<file path="src/rtl/dgs_pkg.sv">
// Package: shared constants and types for the dynamic range gain scaler.
// Assumes: the scale code is the fraction numerator minus one over 2^CODE_W.
package dgs_pkg;

    // Register bank index: which scale register a write or read addresses.
    typedef enum logic {
        SCALE_CUT   = 1'b0,
        SCALE_BOOST = 1'b1
    } scale_sel_e;

    localparam int NUM_SCALE_REGS = 2;

endpackage

</file>
<file path="src/rtl/dgs_scale_regs.sv">
// Module: dgs_scale_regs
// Holds the cut and boost scale codes, writable and readable by the host.
// Assumes: a single write port; a write is visible from the next cycle on.
module dgs_scale_regs
    import dgs_pkg::*;
#(
    parameter int                CODE_W     = 8,
    parameter logic [CODE_W-1:0] RESET_CODE = '1
) (
    input  logic              clk,
    input  logic              rst_n,
    input  logic              wr_en,
    input  logic              wr_sel,
    input  logic [CODE_W-1:0] wr_data,
    input  logic              rd_sel,
    output logic [CODE_W-1:0] rd_data,
    output logic [CODE_W-1:0] cut_code,
    output logic [CODE_W-1:0] boost_code
);

    logic [CODE_W-1:0] code_q [NUM_SCALE_REGS];

    // One register per scale factor, each loaded only when addressed.
    for (genvar i = 0; i < NUM_SCALE_REGS; i++) begin : g_reg
        always_ff @(posedge clk) begin
            if (!rst_n) begin
                code_q[i] <= RESET_CODE;
            end else if (wr_en && (wr_sel == 1'(i))) begin
                code_q[i] <= wr_data;
            end
        end
    end

    // Readback multiplexer and per-sign code outputs.
    always_comb begin
        rd_data    = code_q[rd_sel];
        cut_code   = code_q[SCALE_CUT];
        boost_code = code_q[SCALE_BOOST];
    end

    // a write lands in the addressed register.
    p_write_lands_r2: assert property (@(posedge clk) disable iff (!rst_n)
        wr_en |=> code_q[$past(wr_sel)] == $past(wr_data));

    // without a write both registers keep their value.
    p_hold_r2: assert property (@(posedge clk) disable iff (!rst_n)
        !wr_en |=> $stable(cut_code) && $stable(boost_code));

endmodule

</file>
<file path="src/rtl/dgs_scale_pipe.sv">
// Module: dgs_scale_pipe
// Multiplies a signed gain by (code+1)/2^CODE_W, rounds half away from zero,
// forces zero for code 0, and registers the result with its valid strobe.
// Assumes: the code is stable in the cycle the gain word is presented.
module dgs_scale_pipe #(
    parameter int GAIN_W = 16,
    parameter int CODE_W = 8
) (
    input  logic                     clk,
    input  logic                     rst_n,
    input  logic                     in_valid,
    input  logic signed [GAIN_W-1:0] in_gain,
    input  logic [CODE_W-1:0]        code,
    output logic                     out_valid,
    output logic signed [GAIN_W-1:0] out_gain
);

    localparam int FRAC_W = CODE_W + 2;
    localparam int PROD_W = GAIN_W + FRAC_W;
    localparam logic [PROD_W-1:0] HALF = PROD_W'(1) << (CODE_W - 1);

    logic signed [FRAC_W-1:0] factor;
    logic signed [PROD_W-1:0] prod;
    logic                     neg;
    logic [PROD_W-1:0]        mag;
    logic [PROD_W-1:0]        sum;
    logic [PROD_W-1:0]        rounded;
    logic [GAIN_W-1:0]        res_mag;
    logic signed [GAIN_W-1:0] result;

    // Signed multiply by the fraction numerator, then sign-magnitude rounding.
    always_comb begin
        factor  = $signed({2'b00, code} + FRAC_W'(1));
        prod    = PROD_W'(in_gain) * PROD_W'(factor);
        neg     = prod[PROD_W-1];
        mag     = neg ? -prod : prod;
        sum     = mag + HALF;
        rounded = sum >> CODE_W;
        res_mag = rounded[GAIN_W-1:0];
        if (code == '0) begin
            result = '0;
        end else if (neg) begin
            result = -$signed(res_mag);
        end else begin
            result = $signed(res_mag);
        end
    end

    // Output register: result captured only with a valid input word.
    always_ff @(posedge clk) begin
        if (!rst_n) begin
            out_valid <= 1'b0;
            out_gain  <= '0;
        end else begin
            out_valid <= in_valid;
            if (in_valid) begin
                out_gain <= result;
            end
        end
    end

    // the rounded magnitude never exceeds the output word.
    p_mag_fits_r4: assert property (@(posedge clk) disable iff (!rst_n)
        in_valid |-> rounded[PROD_W-1:GAIN_W] == '0);

    // a valid input yields a valid output on the next cycle.
    p_latency_r8: assert property (@(posedge clk) disable iff (!rst_n)
        in_valid |=> out_valid);

    // no input, no output, and the last result is held.
    p_idle_r8: assert property (@(posedge clk) disable iff (!rst_n)
        !in_valid |=> !out_valid && $stable(out_gain));

    // a zero code removes the gain.
    p_zero_code_r5: assert property (@(posedge clk) disable iff (!rst_n)
        in_valid && code == '0 |=> out_gain == '0);

endmodule

</file>
<file path="src/rtl/dyn_gain_scaler.sv">
// Module: dyn_gain_scaler (top)
// Scales a coded dynamic range gain by a host fraction chosen by its sign:
// the cut register for negative gains, the boost register otherwise.
// Assumes: one gain word per valid cycle; one cycle latency to the output.
module dyn_gain_scaler #(
    parameter int GAIN_W = 16,
    parameter int CODE_W = 8
) (
    input  logic              clk,
    input  logic              rst_n,
    input  logic              cfg_wr_en,
    input  logic              cfg_wr_sel,
    input  logic [CODE_W-1:0] cfg_wr_data,
    input  logic              cfg_rd_sel,
    output logic [CODE_W-1:0] cfg_rd_data,
    input  logic              gain_in_valid,
    input  logic [GAIN_W-1:0] gain_in,
    output logic              gain_out_valid,
    output logic [GAIN_W-1:0] gain_out
);

    localparam logic [CODE_W-1:0] UNITY_CODE = '1;

    logic [CODE_W-1:0]        cut_code;
    logic [CODE_W-1:0]        boost_code;
    logic [CODE_W-1:0]        code_sel;
    logic signed [GAIN_W-1:0] scaled;

    dgs_scale_regs #(
        .CODE_W     (CODE_W),
        .RESET_CODE (UNITY_CODE)
    ) regs_i (
        .clk        (clk),
        .rst_n      (rst_n),
        .wr_en      (cfg_wr_en),
        .wr_sel     (cfg_wr_sel),
        .wr_data    (cfg_wr_data),
        .rd_sel     (cfg_rd_sel),
        .rd_data    (cfg_rd_data),
        .cut_code   (cut_code),
        .boost_code (boost_code)
    );

    // Sign of the coded gain picks the cut or boost code.
    always_comb begin
        code_sel = gain_in[GAIN_W-1] ? cut_code : boost_code;
    end

    dgs_scale_pipe #(
        .GAIN_W (GAIN_W),
        .CODE_W (CODE_W)
    ) pipe_i (
        .clk       (clk),
        .rst_n     (rst_n),
        .in_valid  (gain_in_valid),
        .in_gain   ($signed(gain_in)),
        .code      (code_sel),
        .out_valid (gain_out_valid),
        .out_gain  (scaled)
    );

    // Output port driven from the registered result.
    always_comb begin
        gain_out = scaled;
    end

    // zero dB passes through as zero.
    p_zero_gain_r7: assert property (@(posedge clk) disable iff (!rst_n)
        gain_in_valid && gain_in == '0 |=> gain_out == '0);

    // a boost never turns into a cut.
    p_sign_kept_r3: assert property (@(posedge clk) disable iff (!rst_n)
        gain_in_valid && !gain_in[GAIN_W-1] |=> !gain_out[GAIN_W-1]);

    // full-scale code leaves the gain unchanged.
    p_unity_r6: assert property (@(posedge clk) disable iff (!rst_n)
        gain_in_valid && code_sel == UNITY_CODE |=> gain_out == $past(gain_in));

endmodule

</file>
<file path="config.mk">
export PLATFORM = sky130hd
export DESIGN_NAME = dyn_gain_scaler
export DESIGN_NICKNAME = d
export VERILOG_FILES = /design/src/rtl/dgs_pkg.sv /design/src/rtl/dgs_scale_regs.sv /design/src/rtl/dgs_scale_pipe.sv /design/src/rtl/dyn_gain_scaler.sv
export SDC_FILE = /design/constraint.sdc
export NUM_CORES = 1
export LEC_CHECK = 0
export CAP_MARGIN = 20
export CORE_UTILIZATION = 32
export DETAILED_ROUTE_END_ITERATION = 12
export HOLD_SLACK_MARGIN = 0.05
export MAX_ROUTING_LAYER = met4
export PLACE_DENSITY_LB_ADDON = 0.1
export SLEW_MARGIN = 5
export SYNTH_ARGS = -nofsm -noshare
export SYNTH_HDL_FRONTEND = slang
export SYNTH_SLANG_ARGS = --single-unit
</file>
<file path="constraint.sdc">
create_clock -name clk -period 16.4 [get_ports clk]
set_input_delay 3.28 -clock clk [delete_from_list [all_inputs] [get_ports clk]]
set_output_delay 3.28 -clock clk [all_outputs]
set_load 0.03 [all_outputs]
</file>
==> impl_metrics.tcl <==
set metrics [dict create \
    synthToLayoutAreaGrowth_pct 12.0 \
    rows 60 \
    cts_sinks 33 \
    cp_max_fo 28 \
    core-area_um2 27100 \
    grt-ovfl-total 0 \
    grt_antenna_before_repair 0 \
    ys_types 78 \
    postRouteAntennaNets 0 \
    grt_pass1_wl_mm 40.1 \
    grtUsageTotal_pct 17.9 \
    synth_edf_count 16 \
    synthCells 1050 \
    crit_type "in2reg" \
    async_reset_ff_share_pct 0 \
    grt_max_degree 30 \
    period_share_pct 85.4 \
    root_buffer "clkbuf_16" \
    boundaryPins 55 \
    detail_route.wl_per_cell_um 16.0 \
    synth_compound_area_share_pct 15.9 \
    gp_congestion 0.840 \
    htree_num_levels 2 \
    drc 0 \
    synth-seq-cells 33 \
    slowest_stage "mux2i_2" \
    clk_pin_slew_ns 0.05 \
    wirelength_mm 23.3 \
    worst_slew_pin_slew_ns 0.990 \
    fin_crit_ns 14.01 \
    synth_top_family_by_area "adder cells" \
    dp_hpwl_mm 19.0 \
    cts_hold_buf 0 \
    vias_per_cell 5.03 \
    yosys.area_share.simple_pct 22.1 \
    setup_viol 0 \
    cp-end-kind "register" \
    critPathArrivalTime_ns 14.17 \
    max_freq_ghz 0.0714 \
    finClkSkew_ns 0.00360 \
    wl_met1_mm 10.9 \
    hp-class "reg2reg" \
    muxShareOfSynthArea_pct 2.22 \
    status "finished clean" \
    ys_seq_area_share_pct 9.23 \
    cp-start-kind "input pin" \
    cts_resized 0 \
    synthFlopType "dfxtp_1" \
    final_cell_mix "inv_1 (145), fa_1 (122), nand2_1 (99)" \
    yosysWarnings 0 \
    drtIter0Drc 328 \
    mostFrequentLayoutCell "inv_1" \
    synth.avg_cell_area_um2 8.47 \
    fillers 2892 \
    chipWidth_um 169 \
    n_antenna_cell 0 \
    final_layout_size_suffix_gt1_share_pct 6.53 \
    layout.nets 1300 \
    clk_latency_ns 0.28 \
    dr.pass1.iters 5 \
    crit_top_cell "fa_1" \
    cts_inserted_buffers 5 \
    first_global_vias 7888 \
    slowest_delay_ns 0.87 \
    met2_length_mm 11.8 \
    slew_headroom_pct 32.7 \
    fin_tns_setup_ns 0 \
    synth_nets 1263 \
    post_cts_buffers 0 \
    wl_met3_um 408 \
    cts_tree "yes" \
    synthAdderAreaFrac_pct 36.1 \
    top_layer_used "met4" \
    drv_cap 0 \
    worstPathRequired_ns 16.56 \
    die_h_um 169 \
    die_area_um2 28400 \
    port_buffers 54 \
    hold_viol 0 \
    syn-cell-area_um2 8890 \
    rsz0062_at_grt "false" \
    start_util_pct 32.8 \
    synthXorXnorAreaFrac_pct 6.36 \
    clockBufferDepth 2 \
    vias 7347 \
    slew_viol_final 0 \
]
==> cell type report <==
class | count | area [um^2] | share of cell area [%]
tap | 372 | 465 | 4.68
sequential | 33 | 821 | 8.24
inverter | 145 | 544 | 5.47
multi-input combinational | 835 | 7350 | 73.8
clock buffer | 6 | 129 | 1.29
clock inverter | 2 | 10.0 | 0.101
timing repair buffer | 67 | 638 | 6.41
==> metrics by stage <==
step / utilization, % / instance area (um^2) / hold WS (ns) / setup slack, ns / cells
after detailed placement: 36.2 / 9820 / 0.457 / 2.16 / 1452
after global placement: 36.2 / 9820 / 0.451 / 2.35 / 1452
final: 36.7 / 9960 / 0.459 / 2.39 / 1460
after CTS: 36.7 / 9960 / 0.468 / 2.41 / 1460
after floorplan: - / 8890 / 0.573 / 3.49 / 1050
after global routing: 36.7 / 9960 / 0.490 / 1.63 / 1460
==> Yosys cell counts, types with 4 or more instances <==
cell        n  area share (%)
edfxtp_1   16             5.4
nor4_1      8            0.56
o21ai_1     4            0.23
xnor2_1    46             4.5
mux2_2      9             1.1
mux2i_1     6            0.68
o21ai_0    36             2.0
a21o_1     13             1.1
nor2b_1    20             1.4
o31ai_1     4            0.34
nand3_1    26             1.5
a31oi_1    10            0.70
o21a_1      4            0.34
nand2b_1   10            0.70
clkbuf_1   23            0.97
and3_1     11            0.77
nor3_1     13            0.73
inv_1     145             6.1
or4_1       4            0.34
or2_2      20             1.4
xor2_1     16             1.6
a21boi_0    4            0.34
or3_1       5            0.35
buf_6       4            0.51
nand4_1    14            0.99
o211ai_1   11            0.93
ha_1       61             8.6
fa_1      122              27
o22ai_1     8            0.56
nand2_1    99             4.2
nor4b_1     4            0.39
a32oi_1     4            0.39
a211oi_1    6            0.51
dfxtp_1    17             3.8
and2_1     85             6.0
buf_2       5            0.28
nor2_1     36             1.5
a21oi_1    57             3.2
==> metal layers <==
metal	vias to the layer above	global-route usage, %
met5	-	-
met4	0	2.33
met3	11	1.03
met2	86	31.7
met1	3638	23.1
li1	3612	-
==> flip-flops by register name, summed over array words and instances (netlist names) <==
name / cells
pipe_i.out_gain: 16
regs_i.code_q: 16
pipe_i.out_valid: 1
==> worst paths after layout <==
path                            start                   to  slack (ns)  cells past startpoint
setup / recovery          gain_in[15]  pipe_i.out_gain[15]        2.39                     32
hold / removal    pipe_i.out_gain[15]  pipe_i.out_gain[15]        0.46                      2
setup reg to reg  regs_i.code_q[0][0]  pipe_i.out_gain[15]        5.74                     30
hold reg to reg   pipe_i.out_gain[15]  pipe_i.out_gain[15]        0.46                      2
==> kinds of logic after synthesis <==
logic type               count (synthesis)
AND/OR/NAND/NOR                        368
AO/OA/AOI/OAI                          204
adder cells (fa/ha/maj)                183
buffers and inverters                  182
multiplexers                            17
flip-flops                              33
XOR/XNOR                                63
==> critical path, delay by kind of cell <==
kind            cells  cell delay, ns
simple gates        7            1.64
xor+xnor            4            1.29
mux                 1            0.87
buf+inv             5            1.17
compound gates      8            2.64
fa+ha+maj           7            3.24
Power is not shown: default switching activity piles up to over one toggle a cycle in this logic, so the estimate is an artifact.
